## config.mk

```make
export PLATFORM = sky130hd
export DESIGN_NAME = dbg_cmd_reader
export DESIGN_NICKNAME = d
export VERILOG_FILES = /design/src/rtl/dbgc_pkg.sv /design/src/rtl/dbgc_decode.sv /design/src/rtl/dbgc_steal.sv /design/src/rtl/dbgc_stage.sv /design/src/rtl/dbg_cmd_reader.sv
export SDC_FILE = /design/constraint.sdc
export NUM_CORES = 1
export LEC_CHECK = 0
export BUFFER_PORTS_ARGS = -buffer_cell sky130_fd_sc_hd__buf_2
export CAP_MARGIN = 20
export CORE_MARGIN = 1
export CORE_UTILIZATION = 25
export CTS_CLUSTER_SIZE = 14
export DETAILED_ROUTE_END_ITERATION = 8
export PLACE_DENSITY = 0.53
export RECOVER_POWER = 25
export SYNTH_ARGS = -nofsm -noshare
export SYNTH_HDL_FRONTEND = slang
export SYNTH_SLANG_ARGS = --single-unit
```

## constraint.sdc

```tcl
create_clock -name clk -period 1.3 [get_ports clk]
set_input_delay 0.195 -clock clk [delete_from_list [all_inputs] [get_ports clk]]
set_output_delay 0.195 -clock clk [all_outputs]
set_load 0.005 [all_outputs]
```

## src/rtl/dbgc_pkg.sv

```systemverilog
package dbgc_pkg;

    localparam int CMD_W    = 32;
    localparam int CODE_LSB = 16;

    typedef enum logic [2:0] {
        OP_CHECK = 3'b000,
        OP_READ  = 3'b010,
        OP_IRQ   = 3'b100,
        OP_WRITE = 3'b110
    } op_e;

    typedef struct packed {
        logic rcv_half;
        logic post_rcv;
    } dec_st_t;

    typedef struct packed {
        logic        valid;
        logic [31:0] data;
    } stage_st_t;

endpackage

```

## src/rtl/dbgc_decode.sv

```systemverilog
module dbgc_decode
    import dbgc_pkg::*;
#(
    parameter int ADDR_BITS = 14,
    localparam int AW = ADDR_BITS - 2
) (
    input  logic             clk,
    input  logic             rst_n,
    input  logic             cmd_valid,
    input  logic [CMD_W-1:0] cmd_word,
    output logic             rd_req,
    output logic [AW-1:0]    rd_addr,
    output logic             recover
);

    dec_st_t st_d, st_q;
    logic    all_ones;
    logic    top_ok;
    logic    is_read;

    assign all_ones = &cmd_word;
    assign top_ok   = !st_q.post_rcv || (&cmd_word[CMD_W-1:20]);
    assign is_read  = (cmd_word[CODE_LSB+2:CODE_LSB] == OP_READ);
    assign rd_addr  = cmd_word[ADDR_BITS-1:2];

    always_comb begin
        st_d    = st_q;
        rd_req  = 1'b0;
        recover = 1'b0;
        if (cmd_valid) begin
            if (all_ones) begin
                if (st_q.rcv_half) begin
                    recover       = 1'b1;
                    st_d.rcv_half = 1'b0;
                    st_d.post_rcv = 1'b1;
                end else begin
                    st_d.rcv_half = 1'b1;
                    st_d.post_rcv = 1'b0;
                end
            end else begin
                st_d.rcv_half = 1'b0;
                st_d.post_rcv = 1'b0;
                rd_req        = top_ok && is_read;
            end
        end
    end

    always_ff @(posedge clk) begin
        if (!rst_n) st_q <= '0;
        else        st_q <= st_d;
    end

    assert_exclusive_R9: assert property (@(posedge clk) disable iff (!rst_n)
        !(rd_req && recover));

    assert_recover_needs_pair_R8: assert property (@(posedge clk) disable iff (!rst_n)
        recover |-> $past(cmd_valid) && $past(&cmd_word));

endmodule

```

## src/rtl/dbgc_steal.sv

```systemverilog
module dbgc_steal #(
    parameter int AW = 12
) (
    input  logic          clk,
    input  logic          rst_n,
    input  logic          rd_req,
    input  logic [AW-1:0] rd_addr,
    input  logic          recover,
    input  logic          cpu_ram_busy,
    output logic          ram_rd_en,
    output logic [AW-1:0] ram_rd_addr,
    output logic          cap_valid
);

    typedef struct packed {
        logic          pend;
        logic          cap;
        logic [AW-1:0] addr;
    } steal_st_t;

    steal_st_t st_d, st_q;
    logic      issue;

    assign issue       = st_q.pend && !cpu_ram_busy;
    assign ram_rd_en   = issue;
    assign ram_rd_addr = st_q.addr;
    assign cap_valid   = st_q.cap;

    always_comb begin
        st_d     = st_q;
        st_d.cap = issue && !recover;
        if (issue) st_d.pend = 1'b0;
        if (rd_req) begin
            st_d.pend = 1'b1;
            st_d.addr = rd_addr;
        end
        if (recover) st_d.pend = 1'b0;
    end

    always_ff @(posedge clk) begin
        if (!rst_n) st_q <= '0;
        else        st_q <= st_d;
    end

    assert_pending_held_R3: assert property (@(posedge clk) disable iff (!rst_n)
        (st_q.pend && cpu_ram_busy && !recover) |=> st_q.pend);

    assert_capture_follows_R4: assert property (@(posedge clk) disable iff (!rst_n)
        (ram_rd_en && !recover) |=> cap_valid);

    assert_single_issue_R2: assert property (@(posedge clk) disable iff (!rst_n)
        (ram_rd_en && !rd_req) |=> !ram_rd_en);

endmodule

```

## src/rtl/dbgc_stage.sv

```systemverilog
module dbgc_stage
    import dbgc_pkg::*;
(
    input  logic        clk,
    input  logic        rst_n,
    input  logic        cap_valid,
    input  logic [31:0] cap_data,
    input  logic        recover,
    input  logic        res_ack,
    output logic        res_valid,
    output logic [31:0] res_data
);

    stage_st_t st_d, st_q;

    assign res_valid = st_q.valid;
    assign res_data  = st_q.data;

    always_comb begin
        st_d = st_q;
        if (recover) begin
            st_d.valid = 1'b0;
        end else if (cap_valid) begin
            st_d.valid = 1'b1;
            st_d.data  = cap_data;
        end else if (res_ack) begin
            st_d.valid = 1'b0;
        end
    end

    always_ff @(posedge clk) begin
        if (!rst_n) st_q <= '0;
        else        st_q <= st_d;
    end

    assert_ack_clears_R5: assert property (@(posedge clk) disable iff (!rst_n)
        (res_valid && res_ack && !cap_valid) |=> !res_valid);

    assert_result_held_R5: assert property (@(posedge clk) disable iff (!rst_n)
        (res_valid && !res_ack && !cap_valid && !recover) |=> res_valid && $stable(res_data));

endmodule

```

## src/rtl/dbg_cmd_reader.sv

```systemverilog
module dbg_cmd_reader
    import dbgc_pkg::*;
#(
    parameter int ADDR_BITS = 14,
    localparam int AW = ADDR_BITS - 2
) (
    input  logic             clk,
    input  logic             rst_n,
    input  logic             cmd_valid,
    input  logic [CMD_W-1:0] cmd_word,
    input  logic             cpu_ram_busy,
    output logic             ram_rd_en,
    output logic [AW-1:0]    ram_rd_addr,
    input  logic [31:0]      ram_rd_data,
    output logic             res_valid,
    output logic [31:0]      res_data,
    input  logic             res_ack
);

    logic          rd_req;
    logic [AW-1:0] rd_addr;
    logic          recover;
    logic          cap_valid;

    dbgc_decode #(.ADDR_BITS(ADDR_BITS)) u_decode (
        .clk       (clk),
        .rst_n     (rst_n),
        .cmd_valid (cmd_valid),
        .cmd_word  (cmd_word),
        .rd_req    (rd_req),
        .rd_addr   (rd_addr),
        .recover   (recover)
    );

    dbgc_steal #(.AW(AW)) u_steal (
        .clk          (clk),
        .rst_n        (rst_n),
        .rd_req       (rd_req),
        .rd_addr      (rd_addr),
        .recover      (recover),
        .cpu_ram_busy (cpu_ram_busy),
        .ram_rd_en    (ram_rd_en),
        .ram_rd_addr  (ram_rd_addr),
        .cap_valid    (cap_valid)
    );

    dbgc_stage u_stage (
        .clk       (clk),
        .rst_n     (rst_n),
        .cap_valid (cap_valid),
        .cap_data  (ram_rd_data),
        .recover   (recover),
        .res_ack   (res_ack),
        .res_valid (res_valid),
        .res_data  (res_data)
    );

    assert_no_steal_busy_R2: assert property (@(posedge clk) disable iff (!rst_n)
        ram_rd_en |-> !cpu_ram_busy);

    assert_recover_clears_R9: assert property (@(posedge clk) disable iff (!rst_n)
        recover |=> !res_valid);

endmodule

```

## Word-level counts from Yosys, hierarchy flattened

Index checks and enable logic that the tools add are counted.

- Add/subtract/negate cells: 0
- Multipliers: 0
- Divide/modulo/power cells: 0
- Order comparisons: 0
- Equal/unequal tests: 1
- Shift-type cells: 0
- Muxes and demuxes: 11
- Bitwise logic cells: 2
- Reductions and logical operators: 13

Operators by type and width:

| cell | count |
|---|---|
| 32-bit AND reduction | 1 |
| 12-bit AND reduction | 1 |
| 1-bit 2-to-1 mux | 9 |
| 2-bit 2-to-1 mux | 2 |
| 2-bit nonzero test | 2 |
| 3-bit by 2-bit equality test with 1-bit output, second input constant | 1 |
| 1-bit logical AND | 3 |
| 1-bit logical NOT | 3 |
| 1-bit inverter | 2 |
| 2-bit AND reduction | 1 |
| 2-bit OR reduction | 1 |
| 1-bit logical OR | 1 |

- Bits in registers: 49
- Latch bits: 0
- RAM bits: 0
- ROM bits: 0
- Output and inout bits: 46
- Logic and storage cells: 34
- Memories: 0

## Depth between registers and ports, before layout

Gate-level depths: netlist of run 1.

- Depth after elaboration: 6
- Gate-level depth with buffers: 6

## Modules after synthesis

From an unflattened synthesis of run 1, not the netlist that was laid out.

- Cells, all modules: 236
- Area, all modules: 2274.7 um^2

Modules (own cells, without submodules):

| module | instances | cells an instance | area an instance (um^2) |
|---|---|---|---|
| dbgc_stage | 1 | 144 | 1362.6 |
| dbgc_steal | 1 | 57 | 631.9 |
| dbgc_decode | 1 | 35 | 280.3 |

## Least setup slack after synthesis of run 1

No wires, ideal clock.

- Kind: input to register
- Start point: input cmd_word[24]
- End point: register u_stage.st_q (netlist bit u_stage.res_data[0])
- Setup time: 0.124 ns
- Data arrival time: 1.147 ns
- Data required time: 1.176 ns
- Path slack: 0.029 ns
- Cell stages on the path: 5
- Buffers on the path: 1
- Cell sequence: nand4_1 -> nor4_2 -> nand2_2 -> buf_6 -> mux2i_1

- Cells in the longest elaborated chain, start to end: 5

RTL lines:

| item | RTL line | text |
|---|---|---|
| start, declared | dbg_cmd_reader.sv:10 | `input logic [CMD_W-1:0] cmd_word,` |
| 32-bit AND reduction | dbgc_decode.sv:21 | `assign all_ones = &cmd_word;` |
| 1-bit 2-to-1 mux | dbgc_decode.sv:31 | `if (all_ones) begin` |
| 1-bit 2-to-1 mux | dbgc_decode.sv:30 | `if (cmd_valid) begin` |
| 1-bit inverter (no line) | -- |  |
| 2-bit AND reduction (no line) | -- |  |
| end signal, assigned | dbgc_stage.sv:33 | `else st_q <= st_d;` |
| end, declared | dbgc_stage.sv:14 | `stage_st_t st_d, st_q;` |

Every way passes these cells.
A chain may end at the register's enable or synchronous reset.

## Worst setup path in the final report of run 1

- Start point: register u_decode.st_q[1] in the netlist's numbering
- End point: register u_stage.st_q (netlist bit u_stage.res_data[16])

- Cells in the longest elaborated chain, start to end: 5

RTL lines:

| item | RTL line | text |
|---|---|---|
| start, declared | dbgc_decode.sv:16 | `dec_st_t st_d, st_q;` |
| start signal, assigned | dbgc_decode.sv:50 | `else st_q <= st_d;` |
| 1-bit 2-to-1 mux | dbgc_decode.sv:32 | `if (st_q.rcv_half) begin` |
| 1-bit 2-to-1 mux | dbgc_decode.sv:31 |  |
| 1-bit 2-to-1 mux | dbgc_decode.sv:30 |  |
| 1-bit inverter (no line) | -- |  |
| 2-bit AND reduction (no line) | -- |  |

Every way passes these cells.

==> results of run 1 <==
==> kinds of logic (layout without fill, tap and decap cells) <==
logic type | count (synthesis) | after routing | share of synthesized area (%)
AO/OA/AOI/OAI | 101 | 101 | 25.00
buffers and inverters | 78 | 179 | 12.80
multiplexers | 44 | 44 | 15.17
flip-flops | 49 | 49 | 33.79
AND/OR/NAND/NOR | 83 | 83 | 13.23
==> synth_stat cells <==
master,n
a21o_1,1
a22oi_1,64
and2_1,3
and3_1,1
buf_1,8
buf_2,6
buf_4,13
buf_6,3
clkbuf_1,16
dfxtp_1,49
inv_1,32
mux2i_1,44
nand2_1,59
nand2_2,1
nand3_1,1
nand3b_1,3
nand4_1,8
nor2_1,1
nor2b_1,2
nor4_1,2
nor4_2,2
o211a_1,1
o21ai_1,1
o221a_2,2
o22ai_1,32
==> routing by layer <==
layer,GRT usage (%),up-vias
met3,1.956,4
met5,0,-
met1,17.09,1372
met4,3.810,0
met2,26.59,85
li1,-,1480
==> area by class of cell <==
| type | count | area (um^2) |
|---|---|---|
| Fill cell | 1151 | 7218 |
| Tap cell | 140 | 175.2 |
| Multi-Input combinational cell | 228 | 1565 |
| Sequential cell | 49 | 983.4 |
| Timing Repair Buffer | 139 | 844.6 |
| Clock inverter | 3 | 46.29 |
| Clock buffer | 5 | 125.1 |
| Inverter | 32 | 120.1 |
==> power by group through the flow <==
stage          Sequential, mW  Combinational (mW)  Clock [mW]
3_5_place_dp             1.57               0.316           0
6_report                 1.53               0.314        1.51
5_1_grt                  1.54               0.346        1.64
2_1_floorplan            1.57               0.125           0
4_1_cts                  1.53               0.317        1.58
3_3_place_gp             1.57               0.308           0
==> critical path: stages, from the launching register on <==
cell and delay, ns:
dfxtp_2 0.36, and2_4 0.21, buf_6 0.14, o22ai_1 0.10, a22oi_1 0.20, mux2i_1 0.10
==> cell usage in the layout (no fill, tap or decap), drive strengths merged, types with 3 or more instances in the layout <==
| cell type | n |
|---|---|
| and2 | 3 |
| nand4 | 8 |
| nor4 | 4 |
| o22ai | 32 |
| nand2 | 60 |
| clkbuf | 21 |
| mux2i | 44 |
| inv | 32 |
| a22oi | 64 |
| nand3b | 3 |
| buf | 123 |
| dfxtp | 49 |
==> repair_timing <==
item | in CTS | in global routing
endpoints found under the setup margin | 8 | 32
pin swaps | 0 | 3
gates resized for setup | 4 | 5
cloned | 1 | 0
==> final timing paths <==
path,startpoint,to,slack (ns),cells after the start
worst max-delay path,u_decode.st_q[1]$_SDFFE_PN0P_,u_stage.res_data[16]$_SDFFE_PN0P_,0.07,5
worst min register to register,u_steal.ram_rd_addr[5]$_SDFFE_PN0P_,u_steal.ram_rd_addr[5]$_SDFFE_PN0P_,0.45,2
worst max register to register,u_decode.st_q[1]$_SDFFE_PN0P_,u_stage.res_data[16]$_SDFFE_PN0P_,0.07,5
worst min-delay path,cmd_word[10],u_steal.ram_rd_addr[8]$_SDFFE_PN0P_,0.16,3
==> state kept, by name, summed over array words and instances, names as in the netlist <==
signal / count
u_stage.res_data: 32
u_steal.cap_valid: 1
u_decode.st_q: 2
u_steal.ram_rd_addr: 12
u_stage.res_valid: 1
u_steal.st_q: 1
==> stage by stage <==
stage | utilization, % | TNS, ns | power [mW]
floorplan | - | 0 | 1.692
global placement | 32.98 | -6.740 | 1.876
detailed placement | 32.98 | -6.836 | 1.885
CTS | 34.81 | 0 | 3.426
global route | 34.84 | -0.02889 | 3.527
finish | 34.84 | 0 | 3.357
==> summary.md, run 1 <==
| Metric | Value |
|---|---|
| Seq/Total Area, Yosys | 33.79% |
| Sw Share | 22.93% |
| Tcrit/Tclk final | 94.95% |
| Latest clock arrival within the worst-skew pair | 0.29 ns |
| Crit Path Class | flip-flop to flip-flop |
| Vias per cell | 4.935 |
| Max FO, Critical Path | 7 |
| Synthesized Nets | 424 |
| Final HPWL DP | 5673 um |
| Initial antenna violation count | 0 |
| Final Instance Area | 3860 um^2 |
| Sw power | 0.7696 mW |
| Critical Path End Type | flip-flop |
| # rows | 38 |
| Hold_ws | 0.1597 ns |
| Global-route wire length before repair | 13340 um |
| Min-Delay Path Class | input port to flip-flop |
| WL final | 8513 um |
| Sink Count | 49 |
| Hold buffer count at cts | 0 |
| Sequential share of power | 45.7% |
| Die height | 109.8 um |
| RSZ-0062 raised after global routing | yes |
| Per-cell routed wire length | 14.28 um |
| Slew Limit Fails | 0 |
| Nets@finish | 524 |
| Largest net degree at the start of global routing | 50 |
| Share of cells above drive strength 1 | 30.92% |
| Pre-antenna DRT Iters | 4 |
| Post-route non-filler standard cell count | 596 |
| Post-Syn Area per Cell | 8.177 um^2 |
| F_max | 810.1 MHz |
| Post-Route Skew | 0.007396 ns |
| GPL Wtd Cong | 0.7008 |
| Synth top area share | 33.79% |
| Logic pwr share | 9.3% |
| Synth area leaders | dfxtp_1 34%, a22oi_1 17%, mux2i_1 15% |
| Antenna diodes | 0 |
| Pre-CTS setup slack | -0.1847 ns |
| IO Pins | 115 |
| Slew @ Worst Pin | 0.3139 ns |
| CTS tree | built |
| PwrDens | 869.7 nW/um^2 |
| Residual DRC | 0 |
| H-tree depth | 2 |
| Clk slew on worst S/H paths | 0.07 ns |
| Flops & latches, synth | 49 |
| Clk pwr share | 45.0% |
| Cell Int Power | 2.587 mW |
| Data required, critical path | 1.47 ns |
| Count of cell types in the netlist | 25 |
| Met2 wire len | 4268 um |
| Maximum clock insertion buffer count | 2 |
| Vias | 2941 |
| Total core area | 11080 um^2 |
| Die width | 109.8 um |
| Netlist Area Pre-Place | 2903 um^2 |
| Arrival @ worst endpoint | 1.41 ns |
| IO Port Bufs | 114 |
| Setup crit start kind | flip-flop |
| Routed wl met3 | 327 um |
| Synth warn | 0 |
| Max Cap Violations | 0 |
| Setup WS post-layout | 0.06560 ns |
| TritonCTS buffer count | 5 |
| Outcome | finished clean |
| CTS root buf | clkbuf_16 |
| Post-DP Area | 3654 um^2 |
| Post-CTS setup buffers | 0 |
| Initial Util | 26.20% |
| Time the worst path needs with I/O delays and setup | 1.234 ns |
| Iter 0 DRT Violations | 206 |
| Peak supply drop | 0.5515 mV |
| Cells after Synth | 355 |
| Post-DRT Antenna Nets | 0 |
| Die ar. | 12050 um^2 |
| Grt ovf | 0 |
| Placed cells | 587 |
| LEAKAGE | 1.660 nW |
| Top Layer Used | met4 |
| Area added between synthesis and finish | 32.97% |
| GRT Util Overall | 14.31% |
| M1 WL | 3845 um |
| Area leader, netlist | dfxtp_1 |
| Vias in the first global route | 2828 |
| Final hold violations | 0 |
| Slew HR | 78.90% |
| Final setup vio count | 0 |
Note: power is estimated with default switching activity, not from simulation.
==> run 2, diff against run 1 <==
Settings changed: GPL_TIMING_DRIVEN from default to 0.
==> summary.md, run 2 (synthesis results as in run 1) <==
| Metric | Value |
|---|---|
| Outcome | finished clean |
| Time the worst path needs with I/O delays and setup | 1.229 ns |
| Max FO, Critical Path | 10 |
| IO Port Bufs | 113 |
| Slowest cell on the critical path | dfxtp_2 |
| Slew @ Worst Pin | 0.5601 ns |
| Vias | 3071 |
| Post-DRT Antenna Nets | 0 |
| Clk slew on worst S/H paths | 0.07 ns |
| Data required, critical path | 1.48 ns |
| # rows | 38 |
| Max Cap Violations | 0 |
| Global-route wire length before repair | 14500 um |
| Hold_ws | 0.1545 ns |
| Nets@finish | 547 |
| Placed cells | 608 |
| Tcrit/Tclk final | 94.56% |
| Multi-input gate area | 1652 um^2 |
| TritonCTS buffer count | 5 |
| RSZ-0062 raised after global routing | yes |
| Setup TNS Final | 0 ns |
| Hold Crit Depth | 3 |
| IO Pins | 115 |
| Iter 0 DRT Violations | 135 |
| GRT Util Overall | 15.51% |
| Initial Util | 26.20% |
| Peak per-stage delay on the critical path | 0.36 ns |
| Post-route non-filler standard cell count | 619 |
| Worst Setup SP | u_decode.st_q[1]$_SDFFE_PN0P_ |
| # fillers | 1201 |
| Top delay family on crit path | flip-flops |
| Most frequent cells in the layout | 102 x buf_2, 61 x a22oi_1, 59 x nand2_1 |
| Commonest non-fill, non-tap cell in the layout | buf_2 |
| Pre-antenna DRT Iters | 5 |
| Post-Route Skew | 0.004537 ns |
| Largest register FFs | 32 |
| Critical Path End Type | flip-flop |
| H-tree depth | 2 |
| Crit Path Class | flip-flop to flip-flop |
| Vias per cell | 4.961 |
| Largest net degree at the start of global routing | 17 |
| Sink Count | 49 |
| Latest clock arrival within the worst-skew pair | 0.29 ns |
| Post-DP Area | 3643 um^2 |
| PwrDens | 836.2 nW/um^2 |
| CP endpoint | u_stage.res_data[13]$_SDFFE_PN0P_ |
| Final hold violations | 0 |
| Final setup vio count | 0 |
| Area added between synthesis and finish | 39.31% |
| F_max | 813.5 MHz |
| Residual DRC | 0 |
| Total core area | 11080 um^2 |
| Depth of the most critical reg-to-reg path | 5 |
| Register area | 982.2 um^2 |
| WL final | 9551 um |
| Worst path buffer plus inverter count | 1 |
| Peak supply drop | 0.6770 mV |
| Worst-path cell chain | and2_4, buf_6, o22ai_2, a22oi_1, mux2i_1 |
| Setup crit start kind | flip-flop |
| Die width | 109.8 um |
| Per-cell routed wire length | 15.43 um |
| Arrival @ worst endpoint | 1.40 ns |
| Share of cells above drive strength 1 | 36.33% |
| Final Instance Area | 4044 um^2 |
| Min-Delay Path Class | input port to flip-flop |
| Initial antenna violation count | 0 |
| R2r startpoint | u_decode.st_q[1]$_SDFFE_PN0P_ |
| R2r endpoint | u_stage.res_data[13]$_SDFFE_PN0P_ |
| CTS root buf | clkbuf_16 |
| Slew HR | 62.66% |
| Setup WS post-layout | 0.07070 ns |
| Grt ovf | 0 |
| Final HPWL DP | 6794 um |
| Pwr Total | 3.382 mW |
| CTS tree | built |
| Antenna diodes | 0 |
| Vias in the first global route | 2907 |
| Die ar. | 12050 um^2 |
| GPL Wtd Cong | 0.7201 |
| Final core occ | 36.50% |
| Pre-CTS setup slack | -0.3702 ns |
| Die height | 109.8 um |
| Maximum clock insertion buffer count | 2 |
| Critical path depth | 5 |
| Slew Limit Fails | 0 |
| Register-to-register setup slack | 0.07 ns |
| LEAKAGE | 1.829 nW |
-- run 2: worst min-delay path by stage --
stage / from / end / slack [ns]
floorplan: cmd_word[2] / u_steal.ram_rd_addr[0]$_SDFFE_PN0P_ / 0.34
global placement: u_steal.ram_rd_addr[9]$_SDFFE_PN0P_ / u_steal.ram_rd_addr[9]$_SDFFE_PN0P_ / 0.44
detailed placement: u_steal.ram_rd_addr[7]$_SDFFE_PN0P_ / u_steal.ram_rd_addr[7]$_SDFFE_PN0P_ / 0.45
CTS: cmd_word[10] / u_steal.ram_rd_addr[8]$_SDFFE_PN0P_ / 0.15
global route: cmd_word[10] / u_steal.ram_rd_addr[8]$_SDFFE_PN0P_ / 0.16
finish: cmd_word[10] / u_steal.ram_rd_addr[8]$_SDFFE_PN0P_ / 0.15
-- run 2: cell type report --
class,count,share of cell area [%]
timing repair buffer,119,14.73
sequential,49,24.29
clock inverter,3,1.145
inverter,32,2.970
clock buffer,5,3.094
tap,140,4.332
multi-input combinational,228,40.84
buffer,43,8.601
-- run 2: layer usage --
layer / vias up / global-route usage [%] / wire (um)
met1: 1452 / 19.36 / 4229
met2: 94 / 27.18 / 4639
met3: 6 / 3.260 / 607
li1: 1519 / - / -
met5: - / 0 / 0
met4: 0 / 3.524 / 75
-- run 2: report_power, final --
part | switching (mW) | internal [mW] | leakage, nW
sequential | 0.0132 | 1.52 | 0.396
clock | 0.619 | 0.913 | 0.0800
combinational | 0.169 | 0.148 | 1.35
-- run 2: worst register-to-register path: stages, from the launching register on --
cell and delay, ns:
dfxtp_2 0.36, and2_4 0.20, buf_6 0.17, o22ai_2 0.11, a22oi_1 0.18, mux2i_1 0.10
-- run 2: repair_timing --
action / CTS / global route
resized for setup: 32 / 44
hold buffers: 0 / 0
setup endpoints to repair: 44 / 43
pin swaps: 0 / 2
setup buffers: 1 / 5
gates cloned: 0 / 0
hold endpoints to repair: 0 / 0
==> run 3, diff against run 2 <==
Settings changed: PLACE_DENSITY 0.53 to 0.56, SYNTH_HIERARCHICAL from default to 1.
==> summary.md, run 3 <==
| Metric | Value |
|---|---|
| Worst-path cell chain | buf_6, nand4_1, or4_4, nor3_4, nor2b_4, buf_12, mux2i_2 |
| Die width | 97.39 um |
| Failing checks | setup timing |
| Iter 0 DRT Violations | 17 |
| RSZ-0062 raised after global routing | yes |
| Post-Route Skew | 0.007752 ns |
| Synthesized Nets | 305 |
| Area leader, netlist | dfxtp_1 |
| Outcome | finished, violations left |
| Arrival @ worst endpoint | 1.59 ns |
| IO Port Bufs | 114 |
| Pre-CTS setup slack | -0.5271 ns |
| Die height | 97.39 um |
| GPL Wtd Cong | 0.7117 |
| GRT Util Overall | 11.25% |
| Slowest cell on the critical path | or4_4 |
| # fillers | 929 |
| Max Cap Violations | 0 |
| Setup crit start kind | input port |
| Slew HR | 68.89% |
| Worst path buffer plus inverter count | 2 |
| # rows | 34 |
| Maximum clock insertion buffer count | 2 |
| LEAKAGE | 1.479 nW |
| Global-route wire length before repair | 8776 um |
| Per-cell routed wire length | 11.76 um |
| CTS tree | built |
| Initial antenna violation count | 0 |
| Top delay family on crit path | simple AND/OR/NAND/NOR gates |
| Count of cell types in the netlist | 24 |
| Final hold violations | 0 |
| Hold Crit Depth | 3 |
| Clk slew on worst S/H paths | 0.09 ns |
| Netlist Area Pre-Place | 2275 um^2 |
| Post-synth EDFFs | 0 |
| Seq/Total Area, Yosys | 43.12% |
| Most frequent cells after synthesis | 65 x nand2_1, 49 x dfxtp_1, 44 x mux2i_1 |
| Sink Count | 49 |
| R2r endpoint | u_stage/res_data[4]$_SDFFE_PN0P_ |
| Max FO, Critical Path | 7 |
| Critical Path End Type | flip-flop |
| PwrDens | 864.3 nW/um^2 |
| Total core area | 8763 um^2 |
| Peak supply drop | 0.3592 mV |
| Area added between synthesis and finish | 42.08% |
| Commonest non-fill, non-tap cell in the layout | buf_2 |
| Post-synth top flop | dfxtp_1 |
| Slew Limit Fails | 0 |
| Die ar. | 9484 um^2 |
| Cells after Synth | 236 |
| Hold buffer count at cts | 0 |
| TritonCTS buffer count | 5 |
| WL final | 5553 um |
| IO Pins | 115 |
| Crit Path Class | input port to flip-flop |
| Slew @ Worst Pin | 0.4666 ns |
| Tcrit/Tclk final | 107.4% |
| Largest register FFs | 32 |
| Time the worst path needs with I/O delays and setup | 1.396 ns |
| Pre-antenna DRT Iters | 5 |
| Antenna diodes | 0 |
| Initial Util | 25.96% |
| Data required, critical path | 1.49 ns |
| Nets@finish | 432 |
| Setup WS post-layout | -0.09598 ns |
| Hold EP | u_stage/res_data[29]$_SDFFE_PN0P_ |
| Hold path start | ram_rd_data[29] |
| Depth of the most critical reg-to-reg path | 5 |
| CTS root buf | clkbuf_8 |
| Vias | 1994 |
| Hold_ws | 0.1298 ns |
| Post-Syn Area per Cell | 9.638 um^2 |
| Flops & latches, synth | 49 |
| Largest net degree at the start of global routing | 16 |
| Top-count cell post-synth | nand2_1 |
| Synth area leaders | dfxtp_1 43%, mux2i_1 19%, nand2_1 11% |
| Min-Delay Path Class | input port to flip-flop |
| H-tree depth | 2 |
| Asr flop ratio synth | 0% |
| R2r startpoint | u_decode/st_q[1]$_SDFFE_PN0P_ |
| Final HPWL DP | 4110 um |
| Most frequent cells in the layout | 105 x buf_2, 64 x nand2_1, 49 x dfxtp_1 |
| Latest clock arrival within the worst-skew pair | 0.30 ns |
| Peak per-stage delay on the critical path | 0.57 ns |
| Register-to-register setup slack | -0.02 ns |
| Residual DRC | 0 |
| Vias per cell | 4.225 |
| Share of cells above drive strength 1 | 45.60% |
| Grt ovf | 0 |
| Synth top area share | 43.12% |
| Synth warn | 6 |
| Vias in the first global route | 1929 |
| Post-DRT Antenna Nets | 0 |
| F_max | 716.3 MHz |
| Final setup vio count | 32 |
## run 3: layout make-up
class                   instances  area [um^2]  share of cell area, %
flip-flops and latches         49        980.9                  30.35
multi-input cells             148        984.7                  30.47
well taps                     108        135.1                  4.181
clock buffers                   6        82.58                  2.555
repair buffers                121        719.4                  22.26
plain buffers                  37        311.5                  9.640
inverters                       1        3.754                 0.1161
clock inverters                 2        13.76                 0.4259
## run 3: what timing repair did
action                                  in CTS  in global routing
endpoints found under the setup margin      32                 34
buffers inserted                             4                  2
gates cloned                                 0                  2
gates resized for setup                      6                  7
hold endpoints to repair                     0                  0
pin swaps                                    2                  4
## run 3: routing by layer
| metal | wire length [um] | global-route usage [%] |
|---|---|---|
| met5 | 0 | 0 |
| met3 | 512 | 4.029 |
| met1 | 2631 | 14.39 |
| met4 | 20 | 2.376 |
| met2 | 2389 | 18.18 |
## run 3: logic make-up (layout without fill, tap and decap cells)
group / count (synthesis) / in the layout / synth area share, %
muxes: 44 / 44 / 19.36
and+or+nand+nor: 99 / 99 / 21.45
DFF: 49 / 49 / 43.12
buffers and inverters: 39 / 167 / 14.36
AOI/OAI and AO/OA: 5 / 5 / 1.705
## run 3: worst max path at each step
stage	start	endpoint	cells past startpoint
finish	cmd_word[4]	u_stage/res_data[17]$_SDFFE_PN0P_	7
CTS	cmd_word[10]	u_stage/res_data[4]$_SDFFE_PN0P_	7
floorplan	cmd_word[10]	u_stage/res_data[0]$_SDFFE_PN0P_	7
global route	cmd_word[16]	u_stage/res_data[17]$_SDFFE_PN0P_	7
global placement	cmd_word[9]	u_stage/res_data[3]$_SDFFE_PN0P_	8
detailed placement	cmd_word[9]	u_stage/res_data[4]$_SDFFE_PN0P_	8
## run 3: tightest hold or removal path, stage by stage
cell and delay (ns):
buf_2 0.10, nand2_1 0.04, mux2i_1 0.05
## run 3: where the power goes
part	internal, mW	switching, mW
combinational	0.189	0.126
clock	0.433	0.523
sequential	1.51	0.00750
total	2.14	0.657
## run 3: stage by stage
| stage | cell area (um^2) | util (%) | TNS, ns | total power [mW] | instances |
|---|---|---|---|---|---|
| 6_report | 3232 | 36.88 | -2.406 | 2.793 | 472 |
| 5_1_grt | 3232 | 36.88 | -3.344 | 2.948 | 472 |
| 4_1_cts | 3142 | 35.85 | -3.330 | 2.843 | 469 |
| 3_5_place_dp | 2992 | 34.14 | -17.93 | 1.852 | 458 |
| 3_3_place_gp | 2992 | 34.14 | -17.24 | 1.848 | 458 |
| 2_1_floorplan | 2286 | - | -8.849 | 1.699 | 236 |
